`src/rtl/bsh_pkg.sv`:
```
package bsh_pkg;
  localparam int SH_DW  = 32;               // operand width
  localparam int SH_AW  = 8;                // amount width
  localparam int SH_KW  = $clog2(SH_DW) + 1; // funnel shift count width (0..32)
  localparam int SH_IW  = 4;                // register index width

  typedef enum logic [1:0] {
    SH_LSL = 2'b00,
    SH_LSR = 2'b01,
    SH_ASR = 2'b10,
    SH_ROR = 2'b11
  } sh_kind_e;

  typedef struct packed {
    sh_kind_e              kind;
    logic [SH_AW-1:0]      amount;
    logic                  amt_is_const;
    logic [SH_DW-1:0]      value;
  } sh_req_t;
endpackage

```
`src/rtl/bsh_field_decode.sv`:
```
module bsh_field_decode
  import bsh_pkg::*;
#(
  parameter int PC_INDEX = 15,
  parameter int PC_AHEAD = 4
) (
  input  logic [11:0]      field,
  input  logic             imm_form,
  input  logic [SH_DW-1:0] rm_val,
  input  logic [SH_AW-1:0] rs_amt,
  output sh_req_t          req,
  output logic             err
);
  localparam logic [SH_IW-1:0] PC_IDX = SH_IW'(PC_INDEX);
  localparam logic [SH_DW-1:0] PC_ADV = SH_DW'(PC_AHEAD);

  always_comb begin
    err = 1'b0;
    req = '0;
    if (imm_form) begin
      // constant form: rotate 8-bit constant by twice the 4-bit count
      req.kind         = SH_ROR;
      req.amount       = {3'b000, field[11:8], 1'b0};
      req.amt_is_const = 1'b0;
      req.value        = {{(SH_DW-8){1'b0}}, field[7:0]};
    end else begin
      req.kind  = sh_kind_e'(field[6:5]);
      req.value = rm_val;
      if (field[4]) begin
        req.amount       = rs_amt;
        req.amt_is_const = 1'b0;
        if (field[3:0] == PC_IDX) req.value = rm_val + PC_ADV;
        if (field[11:8] == PC_IDX) err = 1'b1;
      end else begin
        req.amount       = {3'b000, field[11:7]};
        req.amt_is_const = 1'b1;
      end
    end
  end
endmodule

```
`src/rtl/bsh_funnel.sv`:
```
module bsh_funnel
  import bsh_pkg::*;
#(
  parameter int DW = SH_DW
) (
  input  logic [2*DW:0]          din,
  input  logic [$clog2(DW):0]    k,
  output logic [DW:0]            dout
);
  localparam int ST   = $clog2(DW) + 1;
  localparam int LAST = 2 ** (ST - 1);

  logic [2*DW:0] stg [0:ST-1];

  assign stg[0] = din;

  for (genvar i = 0; i < ST - 1; i++) begin : g_stage
    assign stg[i+1] = k[i] ? (stg[i] >> (2 ** i)) : stg[i];
  end

  assign dout = k[ST-1] ? stg[ST-1][DW+LAST:LAST] : stg[ST-1][DW:0];
endmodule

```
`src/rtl/bsh_core.sv`:
```
module bsh_core
  import bsh_pkg::*;
(
  input  sh_req_t          req,
  input  logic             cin,
  output logic [SH_DW-1:0] result,
  output logic             cout
);
  localparam logic [SH_AW-1:0] FULL = SH_AW'(SH_DW);

  logic [SH_DW-1:0] rev_v, hi, sign_fill, shifted, shifted_rev;
  logic [SH_KW-1:0] k;
  logic             go_left, keep, zero_out, thru_carry;
  logic [2*SH_DW:0] fin;
  logic [SH_DW:0]   fout;

  always_comb begin
    for (int b = 0; b < SH_DW; b++) rev_v[b] = req.value[SH_DW-1-b];
    sign_fill  = {SH_DW{req.value[SH_DW-1]}};
    go_left    = 1'b0;
    keep       = 1'b0;
    zero_out   = 1'b0;
    thru_carry = 1'b0;
    hi         = '0;
    k          = '0;
    if (req.amount == '0) begin
      if (req.amt_is_const) begin
        unique case (req.kind)
          SH_LSL: keep = 1'b1;
          SH_LSR: k = SH_KW'(SH_DW);
          SH_ASR: begin k = SH_KW'(SH_DW); hi = sign_fill; end
          SH_ROR: thru_carry = 1'b1;
        endcase
      end else begin
        keep = 1'b1;
      end
    end else begin
      unique case (req.kind)
        SH_LSL: begin
          go_left = 1'b1;
          if (req.amount > FULL) zero_out = 1'b1;
          else k = req.amount[SH_KW-1:0];
        end
        SH_LSR: begin
          if (req.amount > FULL) zero_out = 1'b1;
          else k = req.amount[SH_KW-1:0];
        end
        SH_ASR: begin
          hi = sign_fill;
          k  = (req.amount >= FULL) ? SH_KW'(SH_DW) : req.amount[SH_KW-1:0];
        end
        SH_ROR: begin
          hi = req.value;
          k  = (req.amount[SH_KW-2:0] == '0) ? SH_KW'(SH_DW)
                                             : {1'b0, req.amount[SH_KW-2:0]};
        end
      endcase
    end
    fin = {hi, (go_left ? rev_v : req.value), 1'b0};
  end

  bsh_funnel #(.DW(SH_DW)) u_funnel (
    .din  (fin),
    .k    (k),
    .dout (fout)
  );

  assign shifted = fout[SH_DW:1];

  always_comb begin
    for (int b = 0; b < SH_DW; b++) shifted_rev[b] = shifted[SH_DW-1-b];
    if (keep) begin
      result = req.value;
      cout   = cin;
    end else if (zero_out) begin
      result = '0;
      cout   = 1'b0;
    end else if (thru_carry) begin
      result = {cin, req.value[SH_DW-1:1]};
      cout   = req.value[0];
    end else if (go_left) begin
      result = shifted_rev;
      cout   = fout[0];
    end else begin
      result = shifted;
      cout   = fout[0];
    end
  end
endmodule

```
`src/rtl/bsh_shifter.sv`:
```
module bsh_shifter
  import bsh_pkg::*;
#(
  parameter int PC_INDEX = 15,
  parameter int PC_AHEAD = 4
) (
  input  logic        clk,
  input  logic        rst_n,
  input  logic        in_valid,
  output logic        in_ready,
  input  logic [11:0] in_field,
  input  logic        in_imm_form,
  input  logic [31:0] in_rm_val,
  input  logic [7:0]  in_rs_amt,
  input  logic        in_carry,
  output logic        out_valid,
  input  logic        out_ready,
  output logic [31:0] out_result,
  output logic        out_carry,
  output logic        out_error
);
  sh_req_t          req;
  logic             dec_err;
  logic [SH_DW-1:0] core_res;
  logic             core_c;
  logic             take;

  bsh_field_decode #(.PC_INDEX(PC_INDEX), .PC_AHEAD(PC_AHEAD)) u_dec (
    .field    (in_field),
    .imm_form (in_imm_form),
    .rm_val   (in_rm_val),
    .rs_amt   (in_rs_amt),
    .req      (req),
    .err      (dec_err)
  );

  bsh_core u_core (
    .req    (req),
    .cin    (in_carry),
    .result (core_res),
    .cout   (core_c)
  );

  assign in_ready = !out_valid || out_ready;
  assign take     = in_valid && in_ready;

  always_ff @(posedge clk) begin
    if (!rst_n) begin
      out_valid  <= 1'b0;
      out_result <= '0;
      out_carry  <= 1'b0;
      out_error  <= 1'b0;
    end else if (in_ready) begin
      out_valid <= in_valid;
      if (take) begin
        out_error  <= dec_err;
        out_result <= dec_err ? '0 : core_res;
        out_carry  <= dec_err ? in_carry : core_c;
      end
    end
  end
endmodule

```
`config.mk`:
```
export PLATFORM = sky130hd
export DESIGN_NAME = bsh_shifter
export DESIGN_NICKNAME = d
export VERILOG_FILES = /design/src/rtl/bsh_pkg.sv /design/src/rtl/bsh_field_decode.sv /design/src/rtl/bsh_funnel.sv /design/src/rtl/bsh_core.sv /design/src/rtl/bsh_shifter.sv
export SDC_FILE = /design/constraint.sdc
export NUM_CORES = 1
export LEC_CHECK = 0
export ABC_AREA = 1
export CORE_ASPECT_RATIO = 1.1
export CORE_MARGIN = 4
export CORE_UTILIZATION = 25
export DETAILED_ROUTE_END_ITERATION = 12
export PLACE_DENSITY = 0.42
export SKIP_CTS_REPAIR_TIMING = 1
export SKIP_LAST_GASP = 1
export SYNTH_ARGS = -nofsm -noshare
export SYNTH_HDL_FRONTEND = slang
export SYNTH_HIERARCHICAL = 1
export SYNTH_SLANG_ARGS = --single-unit
```
`constraint.sdc`:
```
create_clock -name clk -period 4.5 [get_ports clk]
set_input_delay 0.9 -clock clk [delete_from_list [all_inputs] [get_ports clk]]
set_output_delay 0.9 -clock clk [all_outputs]
set_load 0.03 [all_outputs]
```
# Word-level counts from Yosys, hierarchy flattened
# Index checks and enable logic that the tools add are counted.
[word_totals]
elab_cells = 65
reg_bits = 35
output_inout_bits = 36
inputBits = 58
[classes]
n_addsub = 1
n_eq_ne = 5
n_mux = 44
order_cmp = 2
reduce_logical = 9
[op_table]
columns = ["operator", "n"]
rows = [
  ["$mux W32", 11],
  ["$mux W65", 5],
  ["$pmux W32 S2", 1],
  ["$mux W43", 1],
  ["$mux W6", 6],
  ["$mux W33", 1],
  ["$add A32 B3 Y32 const B", 1],
  ["$pmux W6 S3", 1],
  ["$mux W1", 17],
  ["$mux W9", 1],
  ["$eq A4 B4 Y1 const B", 2],
  ["$ge A8 B6 Y1 const B", 1],
  ["$gt A8 B6 Y1 const B", 1],
  ["$logic_not A8 Y1", 1],
  ["$logic_not A5 Y1", 1],
  ["$eq A2 B2 Y1 const B", 2],
  ["$reduce_or A2 Y1", 2],
  ["$eq A2 B1 Y1 const B", 1],
  ["$logic_not A2 Y1", 1],
  ["$reduce_and A2 Y1", 1],
  ["$logic_and A1 B1 Y1", 1],
  ["$logic_not A1 Y1", 1],
  ["$logic_or A1 B1 Y1", 1],
]

# Longest topological paths before layout
[logic_depth]
word_depth = 20
mapped_depth = 33
ltp_nobuf = 29

# Hierarchy
# The synthesis kept the hierarchy.
[by_module_without_submodules]
columns = ["mod", "area_per_inst_um2", "n_inst", "cells_per_inst", "seq_area_each_um2"]
rows = [
  ["bsh_funnel", 3963.8, 1, 850, 0.0],
  ["bsh_core", 2253.4, 1, 509, 0.0],
  ["bsh_shifter", 1524.0, 1, 238, 700.7],
  ["bsh_field_decode", 1385.1, 1, 289, 0.0],
]

# Least setup slack after synthesis
# No wires, ideal clock.
[synth_timing]
kind = "input -> register"
start = "input port in_imm_form"
end = "register out_result[27]"
t_arrival_ns = 3.747
setup_time_ns = 0.113
cell_stages = 27
setup_slack_ns = 0.640
path_buffers = 5
t_required_ns = 4.387
cell_sequence = "buf_2 inv_1 buf_2 buf_2 nand2_1 ha_1 clkbuf_1 or2_2 nand3_1 inv_1 inv_2 clkbuf_1 nand3_1 nand3_1 nand3_1 nand2_1 nand2_1 nand3_1 nand2_1 nand3_1 nand3_1 nand2_1 nand2_1 nand2_1 nand3_1 nand2_1 nor2_1"
[synth_rtl]
columns = ["item", "line_no", "text"]
rows = [
  ["start: declaration", "bsh_shifter.sv:12", "input logic in_imm_form,"],
  ["end signal: assignment", "bsh_shifter.sv:57", "out_result <= dec_err ? '0 : core_res;"],
  ["end: declaration", "bsh_shifter.sv:18", "output logic [31:0] out_result,"],
]

==> out/metrics.csv <==
metric,value,unit
status,"complete, no violations",
r2r-end,out_result[9]$_SDFFE_PN0P_,
cts_tree,built,
layout.nets,2245,
hold_ws,0.464,ns
design_area,14700,um2
end_kind,register,
layout-drive-gt1-share,32.3,%
finalCriticalPeriod,4.24,ns
io_buffers,93,
synth-main-ff-cell,dfxtp_1,
core.rowCount,73,
antenna_found_initial,0,
start_util,25.3,%
worst_pin_slew,1.29,ns
clock_sinks,35,
remaining_drc_errors,0,
htree_num_levels,2,
relSlewSlack,13.8,%
internal_power,1.54,mW
die_y,208,um
insertion_delay,0.28,ns
route.vias.total,13800,
drt_iter0_drc,1256,
diodes,0,
coreArea,36100,um2
critPathKind,in2reg,
clockPowerShare,13.0,%
min_to,out_error$_SDFFE_PN0P_,
syn_nets,1949,
die_area,39600,um2
clk_path_buf_depth,2,
routed_wl,47800,um
final-setup-viol-count,0,
p_per_area,212,nW/um2
cp.arrival,4.46,ns
grt_pass1_vias,12500,
synthDistinctLibCells,39,
skew,0.00469,ns
final_core_util,40.7,%
fill_cells,3953,
start_kind,input pin,
rr_startpoint,out_valid$_SDFFE_PN0P_,
fin_crit_sh,94.3,%
dp_hpwl,36300,um
r2r_cells,6,
synth_cells,1886,
holdCritPathClass,reg2reg,
globalplace.congestion,0.993,
switching_power,1.57,mW
async_flop_share,0,%
grt_pass1_wl,69400,um
grt_max_degree,66,
hold_path_depth,2,
yosys_warnings,6,
clockRootBuffer,clkbuf_16,
timing_hold_violations_final,0,
synth_edf_count,0,
place_area,12600,um2
slew_violations,0,
syn_area_per_cell,4.84,um2
grt_overflow_total,0,
chipWidth,190,um
swShare,50.5,%
hp-start,out_error$_SDFFE_PN0P_,
cts_buffers,5,
ys_ff_latch,35,
via_per_inst,5.16,
syn_area,9130,um2
synthToLayoutAreaGrowth,61.0,%
dr.pass1.iters,6,
fmax,236,MHz
crit_required,4.72,ns
r2r_setup_slack,2.99,ns
io_pins,94,
ys_seq_area_share,7.68,%
comb_power_share,75.4,%
drv_cap,0,
ant_nets,0,
track_usage,21.8,%
p_seq_share,11.7,%
ir_worst_vdd,0.146,mV
path_max_fanout,10,
clk_pin_slew,0.06,ns
wl_per_cell,17.9,um
p_leak,7.45,nW
==> cell families (layout without fill, tap and decap cells) <==
family	count (synthesis)	in the layout	synth area share [%]
xor gates and xnor gates	3	3	0.288
other	1	1	0.0411
and+or+nand+nor	1505	1505	72.9
buffers and inverters	236	533	12.4
DFF	35	35	7.68
AOI/OAI and AO/OA	97	97	5.54
adders and majority gates	5	5	0.685
muxes	4	4	0.494
==> how the worst max path moves through the flow <==
stage	depth (start not counted)	to	start	slack, ns
after floorplan	27	out_result[27]$_SDFFE_PN0P_	in_imm_form	0.64
after global placement	30	out_result[20]$_SDFFE_PN0P_	in_rm_val[16]	-0.48
after detailed placement	31	out_result[20]$_SDFFE_PN0P_	in_rm_val[11]	-0.47
after CTS	30	out_result[20]$_SDFFE_PN0P_	in_rm_val[16]	-0.20
after global routing	26	out_result[25]$_SDFFE_PN0P_	in_field[5]	-0.02
final	27	out_result[5]$_SDFFE_PN0P_	in_field[5]	0.26
==> area by class of cell <==
type                    count  area [um2]  area share, %
multi-input cells        1615        8760           59.6
flip-flops and latches     35         701           4.77
clock inverters             2        35.0          0.238
well taps                 487         609           4.15
repair buffers            420        4050           27.5
clock buffers               6         139          0.945
inverters                 105         407           2.77
==> layout by cell type (no fill, tap or decap), types with 4 or more instances in the layout <==
cell type,netlist,final
dfxtp_1,35,35
buf_6,18,11
a21oi_4,0,17
a21oi_1,64,35
buf_12,0,31
or2_2,4,4
nand2_2,36,97
nand4_1,16,16
nor2_2,8,14
o21ai_1,4,12
nand3_1,549,376
nand2_4,3,8
clkbuf_16,0,14
o21ai_0,21,11
nor2_1,225,213
a21oi_2,1,13
nor2_4,7,13
inv_2,7,11
ha_1,5,4
nand3_4,0,9
nand3_2,6,170
clkdlybuf4s50_1,0,67
nand2_1,645,578
inv_1,97,89
buf_4,11,275
dlymetal6s2s_1,0,26
==> routing by layer <==
metal / wire length (um) / global-route usage [%] / up-vias / part of all wire, %
met4: 1500 / 5.57 / 0 / 3.1
met5: 0 / 0 / - / 0
met3: 2570 / 1.21 / 72 / 5.4
met1: 20900 / 29.7 / 6434 / 44
met2: 22900 / 37.5 / 543 / 48
li1: - / - / 6737 / -
==> power groups by stage <==
stage	clock (mW)	sequential [mW]	combinational (mW)
final	0.404	0.364	2.35
after global routing	0.427	0.368	2.54
after CTS	0.414	0.364	2.02
after detailed placement	0	0.371	2.01
after global placement	0	0.370	2.01
after floorplan	0	0.435	1.10
==> critical path, stage by stage <==
cell	delay, ns
clkdlybuf4s50_1	0.42
or2_2	0.32
inv_1	0.09
ha_2	0.21
nand2_1	0.07
or2_2	0.29
buf_4	0.15
nand3_1	0.07
clkinv_1	0.09
inv_2	0.18
buf_12	0.17
buf_4	0.16
nand3_2	0.11
nand2_2	0.10
nand2_1	0.06
nand3_1	0.10
nand3_2	0.11
nand2_4	0.12
buf_4	0.11
nand2_1	0.05
nand3_1	0.08
nand2_1	0.06
nand2_1	0.09
nand2_1	0.06
nand3_1	0.10
nand2_1	0.06
nor2_1	0.11
==> registers in the layout, summed over array words and instances (netlist names) <==
register and cells:
out_result 32, out_carry 1, out_error 1, out_valid 1
==> Yosys cell counts, types with 2 or more instances <==
cell type	n	area share, %
a21oi_1	64	3.5
buf_1	9	0.37
buf_2	54	3.0
buf_4	11	0.90
buf_6	18	2.2
clkbuf_1	39	1.6
dfxtp_1	35	7.7
ha_1	5	0.69
inv_1	97	4.0
inv_2	7	0.29
mux2_2	4	0.49
nand2_1	645	27
nand2_2	36	2.5
nand2_4	3	0.37
nand3_1	549	30
nand3_2	6	0.66
nand4_1	16	1.1
nor2_1	225	9.3
nor2_2	8	0.55
nor2_4	7	0.86
nor2_8	2	0.44
o21ai_0	21	1.2
o21ai_1	4	0.22
o21bai_1	2	0.16
or2_2	4	0.27
xor2_1	2	0.19
==> per-stage QoR <==
stage	cells	total power, mW	setup slack (ns)	TNS [ns]
floorplan	1886	1.54	0.640	0
global placement	2642	2.39	-0.478	-12.38
detailed placement	2642	2.38	-0.466	-11.01
CTS	2650	2.80	-0.195	-2.42
global route	2670	3.33	-0.0162	-0.0162
finish	2670	3.12	0.258	0
No activity file was read; power rests on OpenSTA's default activity.
